<file path="src/rtl/alarm_pkg.sv">
package alarm_pkg;

    localparam int ADDR_W = 8;

    // Register offsets; software decodes these, so they are fixed
    localparam logic [ADDR_W-1:0] OFS_INTERVAL  = 8'h20;
    localparam logic [ADDR_W-1:0] OFS_REMAIN    = 8'h24;
    localparam logic [ADDR_W-1:0] OFS_CNT_EN    = 8'h28;
    localparam logic [ADDR_W-1:0] OFS_IRQ_EN    = 8'h2C;
    localparam logic [ADDR_W-1:0] OFS_PEND      = 8'h30;
    localparam logic [ADDR_W-1:0] OFS_WK_EN     = 8'h44;
    localparam logic [ADDR_W-1:0] OFS_WK_IRQ_EN = 8'h48;
    localparam logic [ADDR_W-1:0] OFS_WK_PEND   = 8'h4C;
    localparam logic [ADDR_W-1:0] OFS_WAKE_CFG  = 8'h50;

    typedef enum logic [3:0] {
        SEL_NONE,
        SEL_INTERVAL,
        SEL_REMAIN,
        SEL_CNT_EN,
        SEL_IRQ_EN,
        SEL_PEND,
        SEL_WK_EN,
        SEL_WK_IRQ_EN,
        SEL_WK_PEND,
        SEL_WAKE_CFG
    } reg_sel_e;

    typedef struct packed {
        logic cnt_en;
        logic irq_en;
        logic wake_en;
        logic wk_en;
        logic wk_irq_en;
    } ctrl_t;

    function automatic reg_sel_e decode_addr(input logic [ADDR_W-1:0] a);
        case (a)
            OFS_INTERVAL:  return SEL_INTERVAL;
            OFS_REMAIN:    return SEL_REMAIN;
            OFS_CNT_EN:    return SEL_CNT_EN;
            OFS_IRQ_EN:    return SEL_IRQ_EN;
            OFS_PEND:      return SEL_PEND;
            OFS_WK_EN:     return SEL_WK_EN;
            OFS_WK_IRQ_EN: return SEL_WK_IRQ_EN;
            OFS_WK_PEND:   return SEL_WK_PEND;
            OFS_WAKE_CFG:  return SEL_WAKE_CFG;
            default:       return SEL_NONE;
        endcase
    endfunction

endpackage

</file>
<file path="src/rtl/alarm_regs.sv">
module alarm_regs
    import alarm_pkg::*;
#(
    parameter int DATA_W = 32,
    parameter int CNT_W  = 32
) (
    input  logic              clk,
    input  logic              rst,
    input  logic              wen,
    input  reg_sel_e          sel,
    input  logic [DATA_W-1:0] wdata,
    input  logic              hit,
    output logic [CNT_W-1:0]  interval_q,
    output ctrl_t             ctrl_q,
    output logic              pend_q,
    output logic              wk_pend_q,
    output logic              load,
    output logic              pend_clr
);

    logic wk_clr;

    assign load     = wen && (sel == SEL_INTERVAL);
    assign pend_clr = wen && (sel == SEL_PEND) && wdata[0];
    assign wk_clr   = wen && (sel == SEL_WK_PEND) && wdata[0];

    always_ff @(posedge clk) begin
        if (rst) begin
            interval_q <= '0;
        end else if (load) begin
            interval_q <= wdata[CNT_W-1:0];
        end
    end

    always_ff @(posedge clk) begin
        if (rst) begin
            ctrl_q <= '0;
        end else if (wen) begin
            case (sel)
                SEL_CNT_EN:    ctrl_q.cnt_en    <= wdata[0];
                SEL_IRQ_EN:    ctrl_q.irq_en    <= wdata[0];
                SEL_WAKE_CFG:  ctrl_q.wake_en   <= wdata[0];
                SEL_WK_EN:     ctrl_q.wk_en     <= wdata[0];
                SEL_WK_IRQ_EN: ctrl_q.wk_irq_en <= wdata[0];
                default: ;
            endcase
        end
    end

    // Expiry wins over a clear on the same edge
    always_ff @(posedge clk) begin
        if (rst) begin
            pend_q <= 1'b0;
        end else if (hit) begin
            pend_q <= 1'b1;
        end else if (pend_clr) begin
            pend_q <= 1'b0;
        end
    end

    // Second-alarm status: no source in this block, clear-only
    always_ff @(posedge clk) begin
        if (rst || wk_clr) begin
            wk_pend_q <= 1'b0;
        end
    end

endmodule

</file>
<file path="src/rtl/alarm_countdown.sv">
module alarm_countdown #(
    parameter int CNT_W = 32
) (
    input  logic             clk,
    input  logic             rst,
    input  logic             load,
    input  logic [CNT_W-1:0] load_val,
    input  logic             tick,
    input  logic             en,
    output logic [CNT_W-1:0] remain_q,
    output logic             hit
);

    localparam logic [CNT_W-1:0] ONE = CNT_W'(1);

    logic step;

    assign step = tick && en && (remain_q != '0) && !load;
    assign hit  = step && (remain_q == ONE);

    always_ff @(posedge clk) begin
        if (rst) begin
            remain_q <= '0;
        end else if (load) begin
            remain_q <= load_val;
        end else if (step) begin
            remain_q <= remain_q - ONE;
        end
    end

endmodule

</file>
<file path="src/rtl/alarm_readmux.sv">
module alarm_readmux
    import alarm_pkg::*;
#(
    parameter int DATA_W = 32,
    parameter int CNT_W  = 32
) (
    input  reg_sel_e          sel,
    input  logic [CNT_W-1:0]  interval_q,
    input  logic [CNT_W-1:0]  remain_q,
    input  ctrl_t             ctrl_q,
    input  logic              pend_q,
    input  logic              wk_pend_q,
    output logic [DATA_W-1:0] rdata
);

    logic [DATA_W-1:0] interval_ext;
    logic [DATA_W-1:0] remain_ext;

    generate
        if (CNT_W < DATA_W) begin : g_pad
            assign interval_ext = {{(DATA_W-CNT_W){1'b0}}, interval_q};
            assign remain_ext   = {{(DATA_W-CNT_W){1'b0}}, remain_q};
        end else begin : g_full
            assign interval_ext = interval_q;
            assign remain_ext   = remain_q;
        end
    endgenerate

    always_comb begin
        rdata = '0;
        case (sel)
            SEL_INTERVAL:  rdata = interval_ext;
            SEL_REMAIN:    rdata = remain_ext;
            SEL_CNT_EN:    rdata[0] = ctrl_q.cnt_en;
            SEL_IRQ_EN:    rdata[0] = ctrl_q.irq_en;
            SEL_PEND:      rdata[0] = pend_q;
            SEL_WK_EN:     rdata[0] = ctrl_q.wk_en;
            SEL_WK_IRQ_EN: rdata[0] = ctrl_q.wk_irq_en;
            SEL_WK_PEND:   rdata[0] = wk_pend_q;
            SEL_WAKE_CFG:  rdata[0] = ctrl_q.wake_en;
            default:       rdata = '0;
        endcase
    end

endmodule

</file>
<file path="src/rtl/alarm_top.sv">
module alarm_top
    import alarm_pkg::*;
#(
    parameter int DATA_W = 32,
    parameter int CNT_W  = 32
) (
    input  logic              clk,
    input  logic              rst,
    input  logic              tick,
    input  logic              bus_wen,
    input  logic [7:0]        bus_addr,
    input  logic [DATA_W-1:0] bus_wdata,
    output logic [DATA_W-1:0] bus_rdata,
    output logic              irq,
    output logic              wake
);

    reg_sel_e         sel;
    logic [CNT_W-1:0] interval_q;
    logic [CNT_W-1:0] remain_q;
    ctrl_t            ctrl_q;
    logic             pend_q;
    logic             wk_pend_q;
    logic             load;
    logic             pend_clr;
    logic             hit;

    assign sel = decode_addr(bus_addr);

    alarm_regs #(.DATA_W(DATA_W), .CNT_W(CNT_W)) u_regs (
        .clk        (clk),
        .rst        (rst),
        .wen        (bus_wen),
        .sel        (sel),
        .wdata      (bus_wdata),
        .hit        (hit),
        .interval_q (interval_q),
        .ctrl_q     (ctrl_q),
        .pend_q     (pend_q),
        .wk_pend_q  (wk_pend_q),
        .load       (load),
        .pend_clr   (pend_clr)
    );

    alarm_countdown #(.CNT_W(CNT_W)) u_cnt (
        .clk      (clk),
        .rst      (rst),
        .load     (load),
        .load_val (bus_wdata[CNT_W-1:0]),
        .tick     (tick),
        .en       (ctrl_q.cnt_en),
        .remain_q (remain_q),
        .hit      (hit)
    );

    alarm_readmux #(.DATA_W(DATA_W), .CNT_W(CNT_W)) u_rd (
        .sel        (sel),
        .interval_q (interval_q),
        .remain_q   (remain_q),
        .ctrl_q     (ctrl_q),
        .pend_q     (pend_q),
        .wk_pend_q  (wk_pend_q),
        .rdata      (bus_rdata)
    );

    assign irq  = pend_q && ctrl_q.irq_en;
    assign wake = pend_q && ctrl_q.wake_en;

endmodule

</file>
<file path="config.mk">
export PLATFORM = sky130hd
export DESIGN_NAME = alarm_top
export DESIGN_NICKNAME = d
export VERILOG_FILES = /design/src/rtl/alarm_pkg.sv /design/src/rtl/alarm_regs.sv /design/src/rtl/alarm_countdown.sv /design/src/rtl/alarm_readmux.sv /design/src/rtl/alarm_top.sv
export SDC_FILE = /design/constraint.sdc
export NUM_CORES = 1
export LEC_CHECK = 0
export BUFFER_PORTS_ARGS = -buffer_cell sky130_fd_sc_hd__buf_4
export CAP_MARGIN = 25
export CORE_MARGIN = 5
export CORE_UTILIZATION = 30
export DETAILED_ROUTE_END_ITERATION = 16
export GPL_ROUTABILITY_DRIVEN = 0
export PLACE_DENSITY = 0.61
export REMOVE_ABC_BUFFERS = 1
export SLEW_MARGIN = 40
export SYNTH_ARGS = -nofsm -noshare
export SYNTH_HDL_FRONTEND = slang
export SYNTH_SLANG_ARGS = --single-unit
</file>
<file path="constraint.sdc">
create_clock -name clk -period 2.82 [get_ports clk]
set_input_delay 0.282 -clock clk [delete_from_list [all_inputs] [get_ports clk]]
set_output_delay 0.282 -clock clk [all_outputs]
set_load 0.02 [all_outputs]
</file>
**Word-level counts from Yosys, hierarchy flattened**

Cells that the tools add are included.

- Bits in registers: 70
- Logic and storage cells: 52
- Output and inout bits: 34

- Equality and inequality tests: 18
- Multiplexer cells: 7
- Reduce and logical (&&, ||, !) cells: 18
- Add/subtract/negate cells: 1

Operators with widths:

| operator | count |
|---|---|
| 32-bit two-way mux | 2 |
| 31-bit one-hot mux with 2 select lines | 1 |
| 8-bit by 6-bit == test with 1-bit output, second input constant | 5 |
| 4-bit one-hot mux with 9 select lines | 1 |
| 32-bit by 1-bit == test with 1-bit output, second input constant | 1 |
| 8-bit by 7-bit == test with 1-bit output, second input constant | 4 |
| 32-bit nonzero test | 1 |
| 32-bit by 1-bit subtractor with 32-bit output, second input constant | 1 |
| 4-bit by 3-bit == test with 1-bit output, second input constant | 4 |
| 2-bit AND reduction | 5 |
| 1-bit logical AND | 9 |
| 4-bit by 2-bit == test with 1-bit output, second input constant | 2 |
| 1-bit one-hot mux with 8 select lines | 1 |
| 4-bit by 1-bit == test with 1-bit output, second input constant | 1 |
| 4-bit == test, second input constant | 1 |
| 2-bit nonzero test | 2 |
| 1-bit two-way mux | 2 |
| 1-bit logical NOT | 1 |

**Depth between registers and ports, before layout**

Gate-level depths: netlist of run 1.

- Word-level depth: 8
- Gate-level depth with buffers: 9

**Hierarchy**

From an unflattened synthesis of run 1, not the netlist that was laid out.

- Cell total of the unflattened synthesis: 469
- Area, all modules: 4259.1 sq um

By module, submodules not included:

| module | area an instance (sq um) | cells each | times used | seq. area each (sq um) |
|---|---|---|---|---|
| alarm_countdown | 1975.6 | 231 | 1 | 640.6 |
| alarm_regs | 1736.7 | 170 | 1 | 760.7 |
| alarm_readmux | 419.2 | 48 | 1 | 0.0 |
| alarm_top | 127.6 | 20 | 1 | 0.0 |

**Least setup slack after synthesis of run 1**

OpenSTA, ideal clock, no wires.

- Path type: reg-to-reg
- Start point: register u_cnt.remain_q[0]
- End point: register u_cnt.remain_q[8]
- Path slack: 0.377 ns
- Period minus slack after synthesis: 2.443 ns
- Setup time: 0.091 ns
- Data arrival time: 2.352 ns
- Stages on the path, launching flop included: 10
- Cell sequence: dfxtp_1 -> inv_1 -> ha_1 -> or3b_2 -> or4_4 -> o31ai_4 -> buf_6 -> buf_6 -> o21ai_0 -> a311oi_1

- Cells in the longest elaborated chain, start to end: 4
- Elaborated cells on any way between the ends: 7
- Those cells by class: add/sub (1); mux (2); reduce/logical (4)

Ends and longest elaborated chain:

| element | line | source |
|---|---|---|
| from (decl) | alarm_countdown.sv:10 | `output logic [CNT_W-1:0] remain_q,` |
| from (signal assigned) | alarm_countdown.sv:25 | `remain_q <= load_val;` |
| from (signal assigned) | alarm_countdown.sv:27 | `remain_q <= remain_q - ONE;` |
| parallel branches: the longest is 4 deep, another holds 32-bit by 1-bit subtractor with 32-bit output | - |  |

Several ways; the timed one is not identified. The select of a mux whose other input is x is not followed.
A chain may end at the register's enable or synchronous reset.

**Final worst setup path of run 1**

Ends and elaborated chain as after synthesis.

==> out/results.tsv, run 1 <==
stage	metric	value	unit
cells_and_area	post-route-cell-area	0.00476	sq mm
synth	yosys.area.top_type_share	37.5	%
grt	antenna_found_initial	0	
sta	setup_ws	0.227	ns
worst_setup_path	critPathLaunch	u_cnt.remain_q[0]$_SDFFE_PP0P_	
synth	synth-main-ff-cell	dfxtp_1	
synth	synth_largest_area_cell	dfxtp_1	
worst_setup_path	crit_fanout	18	
worst_setup_path	slowest_cell_on_crit_path	or3b_2	
worst_setup_path	r2r_slack	0.23	ns
synth	ys_seq_area_share	37.5	%
sta	fin_crit	2.59	ns
clock_tree	numClockSinks	70	
sta	final-max-slew-violation-count	0	
cells_and_area	layout.nets	571	
clock_tree	cts-htree-levels	3	
grt	gr_ovfl_total	0	
cells_and_area	fin_cells	697	
clock_tree	clk_transition_reported_paths	0.05	ns
routing	drtAntennaViolNets	0	
worst_setup_path	arrival	2.83	ns
worst_hold_path	hold_path_class	input pin to register	
pwr	power.total	2.14	mW
grt	first_global_vias	3535	
synth	count_of_flip_flops_with_a_built_in_enable_after_synthesis	0	
placement	io_buf_count	77	
worst_setup_path	setup.worst_path.end_class	register	
clock_tree	cts_buffers	9	
worst_setup_path	cp_top_family	simple AND/OR/NAND/NOR gates	
sta	hold_viol	0	
floorplan	initial_utilization	30.8	%
placement	dp_hpwl	7780	microns
synth	synthesis.area_per_instance	8.12	sq um
floorplan	die_boundary_width	122	microns
grt	grt_first_pass_wirelength	17900	microns
routing	post_drt_via_cell_ratio	5.45	
grt	aggregate_global_route_resource_usage	14.9	%
floorplan	chipHeight	122	microns
floorplan	row_count	40	
pwr	clock_power_share	48.4	%
sta	rsz0062_at_grt	no	
sta	slew-limit-headroom	59.1	%
pwr	total_leakage_power	1.77	nW
worst_setup_path	cp.depth	8	
clock_tree	max_root_sink_buffers	2	
sta	fmax	386	MHz
synth	total_of_flip_flops_plus_latches_after_synthesis	70	
worst_setup_path	worstSetupStartpointType	register	
worst_setup_path	setup.worst_path.class	register to register	
clock_tree	cts_hold_repair.buffers	0	
pwr	sequentialPowerShare	46.4	%
sta	worstMarginPinSlew	0.613	ns
pwr	combPwrFrac	5.2	%
routing	postRouteWirelength	11100	microns
grt	largest_net_degree_at_the_start_of_global_routing	56	
floorplan	core_area	0.0121	sq mm
clock_tree	cts_root_buf	clkbuf_16	
cells_and_area	layout-area-overhead-vs-synth	27.5	%
synth	number_of_instances_in_the_synthesized_netlist	460	
synth	synth_cell_type_count	50	
synth	synthesis.area	0.00373	sq mm
routing	num_vias	3801	
sta	setup_viol	0	
placement	placedInstanceArea	0.00449	sq mm
synth	synth_async_sr_flop_share	0	%
worst_setup_path	critical_path_required	3.05	ns
routing	detail_route.iter0.violations	260	
worst_setup_path	r2r_end	u_cnt.remain_q[8]$_SDFFE_PP0P_	
clock_tree	clock_insertion_delay_worst_skew	0.33	ns
routing	wire_per_inst	15.9	microns
worst_setup_path	reg_to_reg_startpoint	u_cnt.remain_q[0]$_SDFFE_PP0P_	
run	number_of_maximum_capacitance_constraint_violations	0	
worst_setup_path	timing.critical_path.buf_inv	2	
pwr	p_int	1.68	mW
synth	synth.yosys.warnings	0	
floorplan	full_die_area	0.0148	sq mm
placement	worst_setup_slack_before_clock_tree_synthesis	0.258	ns
clock_tree	cts.repair_timing.setup_buffer_count	0	
floorplan	num_io_pins	78	
sta	final.hold.worst_slack	0.207	ns
pwr	net-switching-power	0.459	mW
synth	synth_top_cells_by_area	dfxtp_1 38%, a22o_1 7.5%, nand2_1 7.3%	
cells_and_area	post_route_cells_drive_above_1_share	21.6	%
outcome	status	complete, no violations	
pwr	max-vdd-ir-drop	0.000247	V
clock_tree	cts-resized-gates	0	
worst_setup_path	worstRegToRegCells	8	
worst_setup_path	critical_path.endpoint	u_cnt.remain_q[8]$_SDFFE_PP0P_	
cells_and_area	antenna_diode_count	0	
routing	drtPass1Iterations	4	
placement	placed_cell_count	682	
routing	post-route-drc-count	0	
pwr	power_per_cell_area	450	mW/mm^2
pwr	power_switching_share	21.5	%
sta	finClkSkew	0.00549	ns
worst_setup_path	timing.critical_path.cells	inv_1 > ha_1 > or3b_2 > or4_4 > o31ai_4 > buf_4 > o21ai_0 > a311oi_1	
sta	period_share	92.0	%
worst_setup_path	cp_peak_stage_delay	0.53	ns
clock_tree	tritoncts_clock_tree	done	
[cell families after synthesis]
family | count (synthesis) | synth area share [%]
buffers and inverters | 42 | 4.66
AND/OR/NAND/NOR | 204 | 28.6
XOR/XNOR | 2 | 0.469
AO/OA/AOI/OAI | 134 | 26.4
multiplexers | 6 | 1.61
flip-flops | 70 | 37.5
adder cells (fa/ha/maj) | 2 | 0.670
[flip-flops by register name, summed over array words and instances (netlist names)]
register and count:
u_cnt.remain_q 32, u_regs.ctrl_q 5, u_regs.pend_q 1, u_regs.interval_q 32
[cell usage in the layout, fill, tap and decap left out, types with 2 or more instances in the layout]
| master | instances |
|---|---|
| o311ai_0 | 2 |
| nand2_1 | 73 |
| o21ai_0 | 7 |
| a21oi_1 | 34 |
| or4_1 | 19 |
| nand3b_1 | 3 |
| nor4bb_1 | 2 |
| nor3_1 | 4 |
| nor4_1 | 10 |
| nand4_1 | 4 |
| a31oi_1 | 8 |
| ha_1 | 2 |
| clkbuf_1 | 3 |
| inv_1 | 5 |
| a311oi_1 | 17 |
| or3_1 | 16 |
| and3_1 | 3 |
| a211oi_1 | 5 |
| and2_1 | 3 |
| clkbuf_8 | 2 |
| or3b_2 | 2 |
| buf_4 | 90 |
| nand3_1 | 6 |
| clkbuf_16 | 9 |
| o31ai_1 | 14 |
| dfxtp_1 | 70 |
| a32o_1 | 4 |
| nor3b_1 | 5 |
| o2bb2ai_1 | 2 |
| o211ai_1 | 5 |
| nor2_1 | 37 |
| and4_1 | 3 |
| or2_2 | 3 |
| mux2i_1 | 6 |
| a22o_1 | 32 |
[area by class of cell]
| class | instances | area (sq um) |
|---|---|---|
| clock buffer | 14 | 264 |
| clock inverter | 1 | 5.00 |
| fill | 1271 | 7350 |
| inverter | 5 | 18.8 |
| multi-input combinational | 348 | 2170 |
| sequential | 70 | 1400 |
| tap | 168 | 210 |
| timing repair buffer | 91 | 696 |
[tightest hold or removal path: stages]
cell	delay (ns)
buf_4	0.11
nand2_1	0.05
a21oi_1	0.05
[worst min path at each step]
stage                     cells past startpoint                            endpoint                          startpoint
after global placement                        2  u_regs.interval_q[31]$_SDFFE_PP0P_  u_regs.interval_q[31]$_SDFFE_PP0P_
after detailed placement                      2  u_regs.interval_q[10]$_SDFFE_PP0P_  u_regs.interval_q[10]$_SDFFE_PP0P_
final                                         3   u_regs.interval_q[8]$_SDFFE_PP0P_                        bus_wdata[8]
after global routing                          3  u_regs.interval_q[10]$_SDFFE_PP0P_                       bus_wdata[10]
after floorplan                               1   u_regs.interval_q[0]$_SDFFE_PP0P_                                 rst
after CTS                                     3   u_regs.interval_q[8]$_SDFFE_PP0P_                        bus_wdata[8]
[stage by stage]
stage | util (%) | setup TNS (ns)
4_1_cts | 39.3 | 0
5_1_grt | 39.3 | 0
6_report | 39.3 | 0
2_1_floorplan | - | -5.67
3_5_place_dp | 37.1 | 0
3_3_place_gp | 37.1 | 0
[metal layers]
layer	GRT usage [%]	vias to the layer above	wire [microns]
li1	-	1875	-
met1	20.4	1822	5250
met2	23.1	97	5090
met3	4.46	7	688
met4	3.57	0	61
met5	0	-	0
[cell usage after synthesis (2+ instances only)]
master     number
nor3b_1         5
nor4bb_1        2
buf_1           3
a21oi_1        34
nand3_1         7
o311ai_0        2
o31ai_1        14
o21ai_0         7
or3_1          16
nor2_1         38
o211ai_1        5
dfxtp_1        70
a311oi_1       17
buf_6           2
a22o_1         32
and3_1          3
nand2_1        73
and4_1          3
or4_1          19
inv_1           5
nor4_1         10
and2_1          3
or2_2           3
clkbuf_1       31
nor3_1          4
mux2i_1         6
o2bb2ai_1       2
a32o_1          4
nand3b_1        3
ha_1            2
or3b_2          2
a211oi_1        5
a31oi_1         8
nand4_1         4
[power groups by stage]
stage / clock (mW) / sequential [mW] / combinational, mW
after detailed placement: 0 / 1.01 / 0.112
after floorplan: 0 / 1.01 / 0.0261
after global placement: 0 / 1.01 / 0.110
after global routing: 1.10 / 0.992 / 0.121
final: 1.04 / 0.993 / 0.112
after CTS: 1.06 / 0.993 / 0.112
No activity file was read; power rests on OpenSTA's default activity.
==> run 2, diff against run 1 <==
Settings changed: PLACE_DENSITY 0.61 to 0.52, RECOVER_POWER from default to 25.
==> run 2 against run 1 <==
Compared with the run above: via count fell by 0.32%; sequential share of layout area barely moved; global-route usage rose by 0.45 points; setup slack improved by 0.010 ns; maximum frequency rose by 0.40%; count of clock-buffer cells in the layout fell by 2; first-iteration DRC count fell by 17%; utilization barely moved; power rose by 4.5%; combinational power barely moved.
==> out/results.tsv, run 2 (synthesis results as in run 1) <==
stage	metric	value	unit	change
clock_tree	cts_root_buf	clkbuf_16		unchanged
worst_setup_path	worstRegToRegCells	8		unchanged
floorplan	core_area	0.0121	sq mm	unchanged
sta	finClkSkew	0.00612	ns	was 0.00549 ns
worst_setup_path	worstSetupStartpointType	register		unchanged
worst_setup_path	critical_path_required	3.05	ns	about the same
cells_and_area	post_route_cells_drive_above_1_share	20.8	%	was 21.6%
placement	dp_hpwl	7880	microns	was 7780 microns
routing	drtAntennaViolNets	0		unchanged
cells_and_area	fin_cells	697		unchanged
routing	post_drt_via_cell_ratio	5.44		was 5.45
cells_and_area	final.fill_count	1288		was 1271
clock_tree	cts-resized-gates	0		unchanged
floorplan	die_boundary_width	122	microns	unchanged
worst_setup_path	setup.worst_path.end_class	register		unchanged
worst_setup_path	r2r_end	u_cnt.remain_q[31]$_SDFFE_PP0P_		was u_cnt.remain_q[8]$_SDFFE_PP0P_
cells_and_area	multi_input_area	0.00216	sq mm	was 0.00217 sq mm
worst_setup_path	r2r_slack	0.24	ns	was 0.23 ns
sta	period_share	91.6	%	was 92.0%
routing	drtPass1Iterations	4		unchanged
sta	slew-limit-headroom	41.3	%	was 59.1%
sta	setup_ws	0.237	ns	was 0.227 ns
clock_tree	cts-htree-levels	3		unchanged
sta	fmax	387	MHz	was 386 MHz
pwr	p_int	1.77	mW	was 1.68 mW
worst_hold_path	worstHoldEndpoint	u_regs.interval_q[16]$_SDFFE_PP0P_		was u_regs.interval_q[8]$_SDFFE_PP0P_
pwr	total_leakage_power	1.76	nW	was 1.77 nW
clock_tree	numClockSinks	70		unchanged
routing	num_vias	3789		was 3801
pwr	max-vdd-ir-drop	0.000264	V	was 0.000247 V
grt	aggregate_global_route_resource_usage	15.4	%	was 14.9%
worst_setup_path	crit_fanout	16		was 18
grt	grt_first_pass_wirelength	18500	microns	was 17900 microns
pwr	combPwrFrac	4.9	%	was 5.2%
worst_setup_path	arrival	2.81	ns	was 2.83 ns
routing	routedLengthMet1	5400	microns	was 5250 microns
grt	largest_net_degree_at_the_start_of_global_routing	51		was 56
clock_tree	max_root_sink_buffers	2		unchanged
routing	wire_per_inst	16.2	microns	was 15.9 microns
sta	rsz0062_at_grt	no		unchanged
worst_hold_path	holdCritStartpoint	bus_wdata[16]		was bus_wdata[8]
grt	antenna_found_initial	0		unchanged
worst_hold_path	min_delay_path_depth	3		unchanged
worst_hold_path	hold_path_class	input pin to register		unchanged
sta	hold_viol	0		unchanged
cells_and_area	antenna_diode_count	0		unchanged
worst_setup_path	setup.worst_path.class	register to register		unchanged
cells_and_area	layout.nets	570		was 571
routing	postRouteWirelength	11300	microns	was 11100 microns
routing	detail_route.iter0.violations	215		was 260
routing	post-route-drc-count	0		unchanged
floorplan	initial_utilization	30.8	%	unchanged
sta	worstMarginPinSlew	0.880	ns	was 0.613 ns
run	number_of_maximum_capacitance_constraint_violations	0		unchanged
routing	top_layer	met4		unchanged
clock_tree	clock_insertion_delay_worst_skew	0.32	ns	was 0.33 ns
floorplan	chipHeight	122	microns	unchanged
cells_and_area	most-common-layout-cells	82 x buf_4, 73 x nand2_1, 70 x dfxtp_1, 37 x nor2_1, 34 x a21oi_1		was 90 x buf_4, 73 x nand2_1, 70 x dfxtp_1, 37 x nor2_1, 34 x a21oi_1
sta	final.hold.worst_slack	0.210	ns	was 0.207 ns
clock_tree	cts.repair_timing.setup_buffer_count	0		unchanged
floorplan	full_die_area	0.0148	sq mm	unchanged
routing	route.met3.wl	718	microns	was 688 microns
cells_and_area	final_common_cell	buf_4		unchanged
pwr	net-switching-power	0.467	mW	was 0.459 mW
placement	worst_setup_slack_before_clock_tree_synthesis	0.232	ns	was 0.258 ns
floorplan	num_io_pins	78		unchanged
clock_tree	cts_buffers	9		unchanged
pwr	sequentialPowerShare	44.4	%	was 46.4%
worst_setup_path	slowest_cell_on_crit_path	or3b_2		unchanged
clock_tree	cts_hold_repair.buffers	0		unchanged
worst_setup_path	timing.critical_path.cells	inv_1 > ha_1 > or3b_2 > or4_4 > o31ai_4 > buf_4 > o31ai_1 > a311oi_1		was inv_1 > ha_1 > or3b_2 > or4_4 > o31ai_4 > buf_4 > o21ai_0 > a311oi_1
outcome	status	complete, no violations		unchanged
pwr	power_switching_share	20.9	%	was 21.5%
grt	gr_ovfl_total	0		unchanged
worst_setup_path	reg_to_reg_startpoint	u_cnt.remain_q[1]$_SDFFE_PP0P_		was u_cnt.remain_q[0]$_SDFFE_PP0P_
pwr	power.total	2.24	mW	was 2.14 mW
sta	final-max-slew-violation-count	0		unchanged
worst_setup_path	cp_peak_stage_delay	0.53	ns	about the same
clock_tree	clk_transition_reported_paths	0.06	ns	was 0.05 ns
pwr	power_per_cell_area	470	mW/mm^2	was 450 mW/mm^2
grt	first_global_vias	3635		was 3535
placement	io_buf_count	77		unchanged
sta	setup_viol	0		unchanged
worst_setup_path	timing.critical_path.buf_inv	2		unchanged
pwr	clock_power_share	50.7	%	was 48.4%
clock_tree	tritoncts_clock_tree	done		unchanged
worst_setup_path	cp_top_family	simple AND/OR/NAND/NOR gates		unchanged
cells_and_area	top_regs	u_cnt.remain_q: 32 flops, u_regs.interval_q: 32 flops, u_regs.ctrl_q: 5 flops		unchanged
routing	wl_met2	5030	microns	was 5090 microns
cells_and_area	layout-area-overhead-vs-synth	27.5	%	about the same
placement	placed_cell_count	681		was 682
sta	fin_crit	2.58	ns	was 2.59 ns
cells_and_area	register_area	0.00140	sq mm	unchanged
floorplan	row_count	40		unchanged
## run 2: cell count changes in the layout (fill, tap and decap cells not counted), sizes merged
cell / previous run / this run
buf: 91 / 84
bufinv: 0 / 1
clkbuf: 14 / 18
clkinv: 1 / 3
## run 2: layer usage
layer	GRT usage, %	vias up
li1	-	1890
met1	21.0	1774
met2	23.7	116
met3	4.60	9
met4	4.13	0
met5	0	-
## run 2: worst register-to-register path: stages (launching register included)
cell and delay (ns):
dfxtp_1 0.34, inv_1 0.11, ha_1 0.23, or3b_2 0.53, or4_4 0.47, o31ai_4 0.19
buf_4 0.24, o31ai_1 0.11, a311oi_1 0.27
## run 2: worst max path at each step
stage,startpoint,endpoint,slack [ns],cells after the start
6_report,u_cnt.remain_q[1]$_SDFFE_PP0P_,u_cnt.remain_q[31]$_SDFFE_PP0P_,0.24,8
5_1_grt,u_cnt.remain_q[1]$_SDFFE_PP0P_,u_cnt.remain_q[17]$_SDFFE_PP0P_,0.06,8
4_1_cts,u_cnt.remain_q[1]$_SDFFE_PP0P_,u_cnt.remain_q[31]$_SDFFE_PP0P_,0.24,8
3_5_place_dp,u_cnt.remain_q[0]$_SDFFE_PP0P_,u_cnt.remain_q[8]$_SDFFE_PP0P_,0.23,8
3_3_place_gp,u_cnt.remain_q[0]$_SDFFE_PP0P_,u_cnt.remain_q[4]$_SDFFE_PP0P_,0.35,8
2_1_floorplan,bus_addr[1],u_cnt.remain_q[2]$_SDFFE_PP0P_,-0.47,4
## run 2: area by class of cell
cell class | instances | share of cell area, %
multi-input combinational | 348 | 45.4
clock buffer | 12 | 5.39
sequential | 70 | 29.4
clock inverter | 4 | 0.946
tap | 168 | 4.42
timing repair buffer | 90 | 14.0
inverter | 5 | 0.394
## run 2: metrics by stage
step / util, % / instance area (sq um) / setup TNS [ns]
6_report: 39.3 / 4760 / 0
5_1_grt: 39.3 / 4760 / 0
4_1_cts: 39.6 / 4800 / 0
3_5_place_dp: 37.1 / 4500 / 0
3_3_place_gp: 37.1 / 4500 / 0
2_1_floorplan: - / 3580 / -5.67
## run 2: power by group through the flow
| stage | clock (mW) | sequential (mW) | combinational, mW |
|---|---|---|---|
| after floorplan | 0 | 1.01 | 0.0261 |
| after global placement | 0 | 1.01 | 0.111 |
| after detailed placement | 0 | 1.01 | 0.112 |
| after CTS | 1.17 | 0.992 | 0.113 |
| after global routing | 1.21 | 0.992 | 0.120 |
| final | 1.14 | 0.993 | 0.110 |
